`config.mk`:
```
export PLATFORM = sky130hd
export DESIGN_NAME = fracbaud_tx
export DESIGN_NICKNAME = d
export VERILOG_FILES = /design/src/rtl/fracbaud_tx.sv
export SDC_FILE = /design/constraint.sdc
export NUM_CORES = 1
export LEC_CHECK = 0
export ABC_AREA = 0
export BUFFER_PORTS_ARGS = -buffer_cell sky130_fd_sc_hd__clkbuf_2
export CAP_MARGIN = 20
export CORE_AREA = 10 10 124 126
export CTS_BUF_LIST = sky130_fd_sc_hd__clkbuf_2
export DETAILED_ROUTE_END_ITERATION = 7
export DIE_AREA = 0 0 134 136
export HOLD_SLACK_MARGIN = 0.03
export PLACE_DENSITY = 0.54
export SETUP_SLACK_MARGIN = 0.02
export SYNTH_ARGS = -nofsm -noshare
export SYNTH_HDL_FRONTEND = slang
export SYNTH_SLANG_ARGS = --single-unit
export TNS_END_PERCENT = 1
```
`constraint.sdc`:
```
create_clock -name clk -period 1.56 [get_ports clk]
set_input_delay 0.312 -clock clk [delete_from_list [all_inputs] [get_ports clk]]
set_output_delay 0.312 -clock clk [all_outputs]
set_load 0.05 [all_outputs]
```
`src/rtl/fracbaud_tx.sv`:
```
module fracbaud_tx #(
  parameter int CW = 8,
  parameter int TICKS_PER_BIT = 16,
  parameter int DATA_BITS = 8
) (
  input  logic                 clk,
  input  logic                 rst,
  input  logic                 run,
  input  logic                 cfg_load,
  input  logic [CW-1:0]        fast_top,
  input  logic [CW-1:0]        fast_low,
  input  logic [CW-1:0]        gate_top,
  input  logic [CW-1:0]        gate_low,
  input  logic                 async_mode,
  input  logic                 ext_sel,
  input  logic                 tmr_sel,
  input  logic                 ext_clk,
  input  logic                 tx_valid,
  input  logic [DATA_BITS-1:0] tx_data,
  output logic                 base_tick,
  output logic                 tx_busy,
  output logic                 txd
);
  localparam int FW  = DATA_BITS + 2;
  localparam int TCW = (TICKS_PER_BIT > 1) ? $clog2(TICKS_PER_BIT) : 1;
  localparam int BCW = $clog2(FW);
  localparam logic [TCW-1:0] T_LAST = TCW'(TICKS_PER_BIT - 1);
  localparam logic [BCW-1:0] B_LAST = BCW'(FW - 1);

  logic [CW-1:0] f_top, f_low, g_top, g_low;
  logic [CW-1:0] f_cnt, g_cnt;
  logic f_pw, g_pw, and_q, ext_q;
  logic [FW-1:0] shreg;
  logic [TCW-1:0] tcnt;
  logic [BCW-1:0] bcnt;

  wire use_tmr  = async_mode & ext_sel & tmr_sel;
  wire and_w    = f_pw & g_pw;
  wire tmr_tick = and_w & ~and_q;
  wire ext_tick = ext_clk & ~ext_q;

  assign base_tick = use_tmr ? tmr_tick : ext_tick;
  assign txd = tx_busy ? shreg[0] : 1'b1;

  always_ff @(posedge clk) begin
    if (rst) begin
      f_top <= '0; f_low <= '0; g_top <= '0; g_low <= '0;
    end else if (!run && cfg_load) begin
      f_top <= fast_top; f_low <= fast_low;
      g_top <= gate_top; g_low <= gate_low;
    end
  end

  always_ff @(posedge clk) begin
    if (rst || !run) begin
      f_cnt <= '0; g_cnt <= '0; f_pw <= 1'b0; g_pw <= 1'b0;
    end else begin
      f_cnt <= (f_cnt == f_top) ? '0 : f_cnt + CW'(1);
      g_cnt <= (g_cnt == g_top) ? '0 : g_cnt + CW'(1);
      if (f_cnt == f_top)      f_pw <= 1'b1;
      else if (f_cnt == f_low) f_pw <= 1'b0;
      if (g_cnt == g_top)      g_pw <= 1'b1;
      else if (g_cnt == g_low) g_pw <= 1'b0;
    end
  end

  always_ff @(posedge clk) begin
    ext_q <= ext_clk;
    if (rst) and_q <= 1'b0;
    else     and_q <= and_w;
  end

  always_ff @(posedge clk) begin
    if (rst) begin
      tx_busy <= 1'b0; shreg <= '1; tcnt <= '0; bcnt <= '0;
    end else if (!tx_busy) begin
      if (tx_valid) begin
        shreg <= {1'b1, tx_data, 1'b0};
        tx_busy <= 1'b1;
        tcnt <= '0;
        bcnt <= '0;
      end
    end else if (base_tick) begin
      if (tcnt == T_LAST) begin
        tcnt <= '0;
        shreg <= {1'b1, shreg[FW-1:1]};
        if (bcnt == B_LAST) tx_busy <= 1'b0;
        else bcnt <= bcnt + BCW'(1);
      end else begin
        tcnt <= tcnt + TCW'(1);
      end
    end
  end
endmodule

```
==> metrics.csv, run 1 <==
stage,metric,value,unit
status,status,finished with violations,
status,violations,setup timing,
global_routing,grt_pass1_wl,13400,um
cts,clk_pin_slew_worst_paths,0.20,ns
route,drt-initial-drc-count,135,
critical_path,r2r-end,tcnt[2],
global_routing,grt-busiest-layer,met2,
critical_path,crit_chain,buf_6 > nand3b_1 > mux2i_2 > clkbuf_8,
route,drc,0,
global_routing,overflow,0,
global_routing,use_met3,0.0266,
logic_synthesis,synth_area,3170,um^2
sta,worst_pin_slew,0.412,ns
cells_and_area,finalInstanceArea,4340,um^2
sta,slew_violations,0,
logic_synthesis,synth_top_area_cell,dfxtp_1,
critical_path,setup.worst_path.end,base_tick,
cells_and_area,fin_nets,528,
place,io_buffers,51,
logic_synthesis,synth_cell_types,41,
sta,relSlewSlack,0.723,
logic_synthesis,ys_seq_elements,70,
critical_path,r2r_slack,0.01,ns
global_routing,grt_pass1_vias,2869,
die,dieHeight,136,um
logic_synthesis,syn_nets,428,
route,routed_wl,7750,um
route,route.vias.total,2790,
power,vdd.ir_drop.worst,0.411,mV
critical_path,crit_fanout,2,
die,placementRows,42,
cts,cts_tree,built,
logic_synthesis,synth-seq-area-share,0.442,
cts,clkLatencyLatePin,0.50,ns
critical_path,r2r-start,g_pw,
cts,cts.sinks,70,
place,place.gp.congestion,0.782,
sta,fin_skew,0.0190,ns
sta,fmax,0.552,GHz
power,p_per_area,830,nW/um^2
die,fp.dieArea,18200,um^2
critical_path,critical-path-max-stage-delay,0.38,ns
critical_path,critPathSlowestCell,dfxtp_2,
cells_and_area,syn_to_final_growth,37.0,%
route,first_pass_iters,4,
global_routing,globalRouteMet2Util,0.142,
critical_path,required,1.25,ns
die,fp.coreArea,13000,um^2
sta,finalHoldWorstSlack,0.0916,ns
sta,finalCritPeriodShare,1.16,
sta,rsz0062_at_grt,yes,
logic_synthesis,netlist_instances,374,
sta,hold_viol_final,0,
die,die_w,134,um
route,postRouteAntennaNets,0,
sta,finalSetupViolations,1,
cells_and_area,drive_gt1_frac,0.214,
logic_synthesis,yosysWarnings,0,
sta,period_needed,1.81,ns
critical_path,critical_path_class,flip-flop to primary output,
place,dp_hpwl,5720,um
critical_path,r2r_cells,6,
run,maxCapViolCount,0,
global_routing,grt_max_degree,33,
global_routing,antenna_found_initial,1,
logic_synthesis,synth_top_area_frac,0.442,
place,post_dp_cell_area,3740,um^2
critical_path,end_kind,primary output,
hold_path,hold_path_class,input pin to flip-flop,
critical_path,critPathLaunchType,flip-flop,
cts,root_buffer,clkbuf_2,
logic_synthesis,avgSynthCellArea,8.47,um^2
critical_path,cp_num_cells,4,
critical_path,path_delay_family,flip-flops,
sta,fin_ws,-0.251,ns
die,initial_utilization,0.244,
power,power.leakage,0.00179,uW
cts,max-clock-path-buffers,2,
global_routing,grt_usage,0.0888,
cells_and_area,final_util,0.334,
critical_path,startpoint,f_pw,
die,io_pins,52,
route,vias_per_cell,4.27,
critical_path,cp.buffers_inverters,2,
cts,h-tree-depth,3,
global_routing,met1_usage,0.110,
critical_path,cp.arrival,1.50,ns
cts,cts_inserted_buffers,9,
logic_synthesis,yosys-top-cells-area,"dfxtp_1 (44%), nand2_1 (7.8%), xor2_1 (7.5%)",
route,wl_per_cell,11.9,um
==> power breakdown <==
group | internal, uW | switching [uW] | leakage (uW) | total, uW
clock | 507 | 654 | 0.0000756 | 1160
combinational | 286 | 245 | 0.00114 | 531
sequential | 1860 | 50.6 | 0.000572 | 1910
total | 2650 | 950 | 0.00179 | 3600
==> state kept, by name, summed over array words and instances, names as in the netlist, 8 cells and up <==
name / flops
g_cnt: 8
g_top: 8
shreg: 9
g_low: 8
f_cnt: 8
f_top: 8
f_low: 8
==> repair_timing <==
| action | in CTS | in global routing |
|---|---|---|
| pin swaps | 6 | 2 |
| gates resized for setup | 17 | 4 |
| hold endpoints to repair | 36 | 0 |
| hold buffers | 36 | 0 |
| setup buffers | 3 | 1 |
| setup endpoints to repair | 22 | 13 |
==> synthesized netlist by cell type, drive strengths merged <==
cell,number
dfxtp,70
nand2,66
a21oi,34
nor2,31
xor2,27
clkbuf,20
xnor2,18
nand3,16
mux2i,8
a211oi,7
and2,7
inv,6
o21ai,6
and3,5
ha,5
nand2b,5
nor4,5
a21boi,4
nand4,4
nor2b,3
o21a,3
o311ai,3
o31ai,3
or3,3
buf,2
nand3b,2
nor3,2
a21o,1
a2bb2oi,1
a311o,1
mux2,1
nand4b,1
nor3b,1
o211ai,1
o41ai,1
or4,1
==> layout by cell type, fill, tap and decap left out, types with 2 or more instances in the layout <==
cell and instances:
o31ai_1 3, o21a_1 2, buf_6 3, dfxtp_1 67, mux2i_1 7, buf_12 2
nor3_1 2, ha_1 5, and3_1 5, nand3b_1 2, nand2b_1 4, bufinv_16 2
o311ai_0 2, a21boi_0 2, nand2_1 66, nor2b_1 2, xnor2_1 18, xor2_1 27
nor2_1 31, dlygate4sd3_1 36, o21ai_0 4, nand3_2 2, buf_4 18, nand3_1 14
nand4_1 4, dfxtp_2 2, inv_1 6, a21oi_1 34, or3_1 2, buf_8 2
a21boi_1 2, nor4_1 4, clkbuf_2 57, and2_1 7, a211oi_1 7
==> routing by layer <==
metal,vias to the layer above,wire [um]
met3,6,284
met1,1266,3800
li1,1461,-
met4,0,99
met5,-,0
met2,57,3570
==> worst register-to-register path, delay by kind of cell, from the launching register on <==
family | cells | cell delay, ns
DFF | 1 | 0.38
and+or+nand+nor | 2 | 0.40
muxes | 1 | 0.33
buffers and inverters | 2 | 0.26
AOI/OAI and AO/OA | 1 | 0.12
==> worst min-delay path by stage <==
stage | startpoint | to | slack [ns] | cells past startpoint
2_1_floorplan | ext_clk | ext_q | 0.34 | 0
3_5_place_dp | ext_clk | ext_q | 0.45 | 1
6_report | tx_data[5] | shreg[6] | 0.09 | 3
4_1_cts | tx_data[1] | shreg[2] | 0.03 | 3
3_3_place_gp | ext_clk | ext_q | 0.45 | 1
5_1_grt | rst | tcnt[1] | 0.04 | 2
==> per-stage QoR <==
step / total power (uW) / std cells / setup WS, ns / setup TNS (ns)
CTS: 3650 / 652 / -0.337 / -0.434
finish: 3600 / 654 / -0.251 / -0.251
global placement: 2370 / 599 / -0.0103 / -0.0202
floorplan: 2200 / 374 / -0.0119 / -0.0119
global route: 3790 / 654 / -0.368 / -0.823
detailed placement: 2380 / 599 / -0.0656 / -0.342
==> layout make-up <==
type                            instances  area [um^2]
Sequential cell                        70         1410
Inverter                                6         22.5
Multi-Input combinational cell        276         1690
Antenna cell                            1         2.50
Fill cell                            1355         8640
Clock buffer                            9         45.0
Tap cell                              176          220
Timing Repair Buffer                  111          878
Clock inverter                          5         75.1
==> cells by family (layout without fill, tap and decap cells) <==
family / count (synthesis) / count (layout) / share of synthesized area
other: 0 / 1 / 0
AND/OR/NAND/NOR: 152 / 152 / 0.222
XOR/XNOR: 45 / 45 / 0.124
buffers and inverters: 28 / 131 / 0.0340
AO/OA/AOI/OAI: 65 / 65 / 0.128
flip-flops: 70 / 70 / 0.442
multiplexers: 9 / 9 / 0.0300
adder cells (fa/ha/maj): 5 / 5 / 0.0197
Note: power is estimated with default switching activity, not from simulation.
==> inputs of run 2 (changes only) <==
--- a/config.mk
+++ b/config.mk
@@ -8,12 +8,14 @@
 export ABC_AREA = 0
 export BUFFER_PORTS_ARGS = -buffer_cell sky130_fd_sc_hd__clkbuf_2
 export CAP_MARGIN = 20
+export CELL_PAD_IN_SITES_DETAIL_PLACEMENT = 1
+export CELL_PAD_IN_SITES_GLOBAL_PLACEMENT = 1
 export CORE_AREA = 10 10 124 126
 export CTS_BUF_LIST = sky130_fd_sc_hd__clkbuf_2
 export DETAILED_ROUTE_END_ITERATION = 7
 export DIE_AREA = 0 0 134 136
 export HOLD_SLACK_MARGIN = 0.03
-export PLACE_DENSITY = 0.54
+export PLACE_DENSITY = 0.64
 export SETUP_SLACK_MARGIN = 0.02
 export SYNTH_ARGS = -nofsm -noshare
 export SYNTH_HDL_FRONTEND = slang
==> run 2 against run 1 <==
The run still ends with setup timing left. Clock power barely moved. Routed wire length rose by 15%. Clock skew barely moved. Flip-flop and latch count did not move. Sequential share of layout area fell by 0.97 points. Via count rose by 6.0%. Critical path depth did not move. Hold slack got worse by 0.00051 ns. Critical path type unchanged. Largest power group unchanged.
==> metrics.csv, run 2 (synthesized netlist as in run 1, its figures left out) <==
stage,metric,value,unit
cells_and_area,top_register,shreg,
sta,fmax,0.547,GHz
critical_path,end_kind,primary output,
cts,cts.sinks,70,
route,first_pass_iters,4,
cts,cts_tree,built,
route,route.vias.total,2957,
cts,h-tree-depth,3,
critical_path,critPathLaunchType,flip-flop,
cells_and_area,syn_to_final_growth,41.2,%
die,die_w,134,um
sta,relSlewSlack,0.717,
power,power.leakage,0.00185,uW
power,p_per_area,817,nW/um^2
place,io_buffers,51,
global_routing,grt_usage,0.103,
global_routing,grt_pass1_vias,3205,
cells_and_area,nFillCells,1545,
die,placementRows,42,
sta,finalCritPeriodShare,1.17,
sta,rsz0062_at_grt,yes,
sta,worst_pin_slew,0.421,ns
cts,cts_inserted_buffers,9,
cells_and_area,finalInstanceArea,4470,um^2
cells_and_area,layout_common_cells,"dfxtp_1 (67), nand2_1 (66), clkbuf_2 (57)",
cells_and_area,drive_gt1_frac,0.233,
critical_path,required,1.25,ns
route,routed_wl,8890,um
critical_path,critical_path_class,flip-flop to primary output,
sta,fin_ws,-0.269,ns
critical_path,crit_fanout,2,
power,vdd.ir_drop.worst,0.497,mV
run,maxCapViolCount,0,
route,wl_per_cell,13.3,um
route,postRouteAntennaNets,0,
place,place.gp.congestion,0.799,
status,violations,setup timing,
hold_path,hold_path_class,input pin to flip-flop,
sta,slew_violations,0,
die,io_pins,52,
die,dieHeight,136,um
global_routing,overflow,0,
place,place_ws,-0.0762,ns
cts,root_buffer,clkbuf_2,
sta,tns,-0.761,ns
global_routing,antenna_found_initial,2,
place,dp_hpwl,6370,um
cts,max-clock-path-buffers,2,
power,total_power,3660,uW
die,fp.coreArea,13000,um^2
die,initial_utilization,0.244,
route,drt-initial-drc-count,96,
critical_path,cp.arrival,1.52,ns
route,drc,0,
place,post_dp_cell_area,3760,um^2
sta,fin_skew,0.0191,ns
global_routing,grt_pass1_wl,15100,um
sta,period_needed,1.83,ns
global_routing,grt_max_degree,33,
cts,clkLatencyLatePin,0.54,ns
cells_and_area,fin_nets,540,
route,vias_per_cell,4.43,
cells_and_area,final_util,0.345,
cts,clk_pin_slew_worst_paths,0.18,ns
sta,hold_viol_final,0,
sta,finalSetupViolations,7,
cells_and_area,layout_commonest_cell,dfxtp_1,
cells_and_area,largest_register_ffs,9,
die,fp.dieArea,18200,um^2
status,status,finished with violations,
## run 2: routing by layer
layer  GRT usage  vias up  part of all wire
li1            -     1486                 -
met1       0.116     1404              0.45
met2       0.175       55              0.49
met3      0.0354       12             0.041
met4      0.0405        0             0.017
met5           0        -                 0
## run 2: power breakdown
part | switching, uW | internal [uW]
combinational | 257 | 300
sequential | 55.2 | 1860
clock | 663 | 519
## run 2: worst paths after layout
check	endpoint	cells past startpoint	from	slack, ns
max reg2reg	tcnt[3]	10	g_pw	-0.25
min	shreg[6]	3	tx_data[5]	0.09
max	base_tick	4	g_pw	-0.27
min reg2reg	g_top[6]	2	g_top[6]	0.48
## run 2: critical path, cell delays in order, from the launching register on
cell      delay, ns
dfxtp_2        0.37
buf_6          0.09
nand3b_1       0.10
mux2i_2        0.21
clkbuf_8       0.22
## run 2: stage by stage
| step | hold WS (ns) | std cells |
|---|---|---|
| 5_1_grt | 0.0258 | 668 |
| 2_1_floorplan | 0.340 | 374 |
| 4_1_cts | 0.0365 | 666 |
| 3_5_place_dp | 0.452 | 601 |
| 3_3_place_gp | 0.448 | 601 |
| 6_report | 0.0911 | 668 |
## run 2: what timing repair did
item	in CTS	in global routing
gates resized for setup	18	8
endpoints found under the setup margin	11	15
hold endpoints to repair	41	0
pin swaps	4	4
hold buffers	41	0
buffers inserted	9	0
## run 2: final cells by class
type                       count  area (um^2)  share of cell area
antenna                        2         5.00             0.00112
tap                          176          220              0.0492
clock buffer                   9         45.0              0.0101
sequential                    70         1410               0.315
inverter                       6         22.5             0.00503
clock inverter                 6         86.3              0.0193
multi-input combinational    276         1710               0.381
timing repair buffer         123          981               0.219
==> inputs of run 3 (changes only) <==
--- a/config.mk
+++ b/config.mk
@@ -15,7 +15,7 @@
 export DETAILED_ROUTE_END_ITERATION = 7
 export DIE_AREA = 0 0 134 136
 export HOLD_SLACK_MARGIN = 0.03
-export PLACE_DENSITY = 0.64
+export PLACE_DENSITY = 0.58
 export SETUP_SLACK_MARGIN = 0.02
 export SYNTH_ARGS = -nofsm -noshare
 export SYNTH_HDL_FRONTEND = slang
==> run 3 against run 2 <==
The flow still finishes with violations (setup timing). Routed wire length fell by 1.5%. Sequential power barely moved. Global-route usage barely moved. Cell count fell by 0.30%. Combinational power rose by 1%. Sequential share of layout area rose by 0.67 points. Non-clock buffer count fell by 1.
==> metrics.csv, run 3 (synthesized netlist as in run 1, its figures left out) <==
stage,metric,value,unit
status,status,finished with violations,
status,violations,setup timing,
sta,finalSetupViolations,3,
route,wl_per_cell,13.2,um
critical_path,required,1.25,ns
cts,cts.sinks,70,
cells_and_area,top_register,shreg,
sta,finalCritPeriodShare,1.21,
sta,worst_pin_slew,0.403,ns
critical_path,r2r-end,tcnt[2],
sta,fmax,0.531,GHz
route,route.vias.total,2916,
die,io_pins,52,
sta,slew_violations,0,
hold_path,hold_path_class,input pin to flip-flop,
cts,h-tree-depth,3,
route,drt-initial-drc-count,89,
sta,rsz0062_at_grt,yes,
place,io_buffers,51,
die,die_w,134,um
power,total_power,3320,uW
place,dp_hpwl,6350,um
cells_and_area,fin_nets,539,
route,routed_wl,8760,um
critical_path,cp.arrival,1.57,ns
cells_and_area,layout_common_cells,"nand2_1 (66), dfxtp_1 (66), clkbuf_2 (60)",
critical_path,crit_chain,buf_6 > nand3b_1 > mux2i_2 > clkbuf_8,
critical_path,r2r_slack,0.02,ns
sta,fin_ws,-0.325,ns
route,first_pass_iters,4,
cells_and_area,largest_register_ffs,9,
place,place_ws,-0.0989,ns
cts,root_buffer,clkbuf_2,
place,place.gp.congestion,0.778,
hold_path,min_to,tx_busy,
global_routing,antenna_found_initial,1,
critical_path,r2r-start,g_pw,
global_routing,overflow,0,
sta,tns,-0.412,ns
hold_path,hold_depth,3,
sta,relSlewSlack,0.729,
hold_path,worstHoldStart,tx_valid,
cts,cts_tree,built,
power,power.leakage,0.00183,uW
global_routing,grt_max_degree,33,
cells_and_area,multi_input_area,1690,um^2
cells_and_area,nFillCells,1536,
cells_and_area,drive_gt1_frac,0.225,
critical_path,critical_path_class,flip-flop to primary output,
cts,clk_pin_slew_worst_paths,0.20,ns
route,postRouteAntennaNets,0,
critical_path,end_kind,primary output,
die,initial_utilization,0.244,
sta,period_needed,1.88,ns
global_routing,grt_pass1_wl,15100,um
cts,clkLatencyLatePin,0.54,ns
die,fp.coreArea,13000,um^2
cells_and_area,regArea,1410,um^2
sta,fin_skew,0.0281,ns
cells_and_area,finalInstanceArea,4390,um^2
die,fp.dieArea,18200,um^2
global_routing,grt_pass1_vias,3164,
place,post_dp_cell_area,3780,um^2
cells_and_area,syn_to_final_growth,38.4,%
route,drc,0,
critical_path,critical-path-max-stage-delay,0.38,ns
sta,hold_viol_final,0,
critical_path,crit_fanout,2,
power,vdd.ir_drop.worst,0.284,mV
cts,max-clock-path-buffers,2,
global_routing,grt_usage,0.102,
sta,finalHoldWorstSlack,0.0814,ns
power,p_per_area,757,nW/um^2
die,dieHeight,136,um
critical_path,r2r_cells,6,
critical_path,critPathLaunchType,flip-flop,
run,maxCapViolCount,0,
die,placementRows,42,
cts,cts_inserted_buffers,9,
critical_path,critPathSlowestCell,dfxtp_2,
route,vias_per_cell,4.38,
-- run 3: layout make-up --
| type | count | area share |
|---|---|---|
| Tap cell | 176 | 0.0502 |
| Clock buffer | 12 | 0.0137 |
| Sequential cell | 70 | 0.321 |
| Timing Repair Buffer | 122 | 0.221 |
| Inverter | 6 | 0.00514 |
| Antenna cell | 1 | 0.000571 |
| Clock inverter | 3 | 0.00285 |
| Multi-Input combinational cell | 276 | 0.385 |
-- run 3: how the worst max path moves through the flow --
stage             from         to  slack [ns]
2_1_floorplan  tx_busy    bcnt[1]       -0.01
5_1_grt           g_pw  base_tick       -0.44
6_report          g_pw  base_tick       -0.32
3_3_place_gp   ext_sel    bcnt[3]       -0.04
3_5_place_dp   ext_sel    tcnt[2]        -0.1
4_1_cts           f_pw  base_tick       -0.36
-- run 3: power by group --
group	total [uW]	switching (uW)	internal, uW
Sequential	1910	49.3	1860
Clock	844	635	209
Combinational	565	260	304
Total	3320	944	2370
-- run 3: per-layer routing --
layer	GRT usage	vias up	wire length [um]
met2	0.164	51	3970
met3	0.0244	16	334
met4	0.0580	0	218
li1	-	1479	-
met5	0	-	0
met1	0.124	1370	4230
-- run 3: critical path: cells and delay by family (launching register included) --
family	cells	cell delay, ns
AND/OR/NAND/NOR	1	0.13
multiplexers	1	0.21
buffers and inverters	2	0.31
flip-flops	1	0.38
-- run 3: what timing repair did --
item	CTS	global route
endpoints found under the hold margin	40	0
pin swaps	6	2
buffers inserted	4	2
resized for setup	18	5
setup endpoints to repair	14	8
hold buffers	40	0
-- run 3: metrics by stage --
step / util / cells
global route: 0.338 / 666
CTS: 0.335 / 663
detailed placement: 0.291 / 604
global placement: 0.291 / 604
floorplan: - / 374
finish: 0.338 / 666
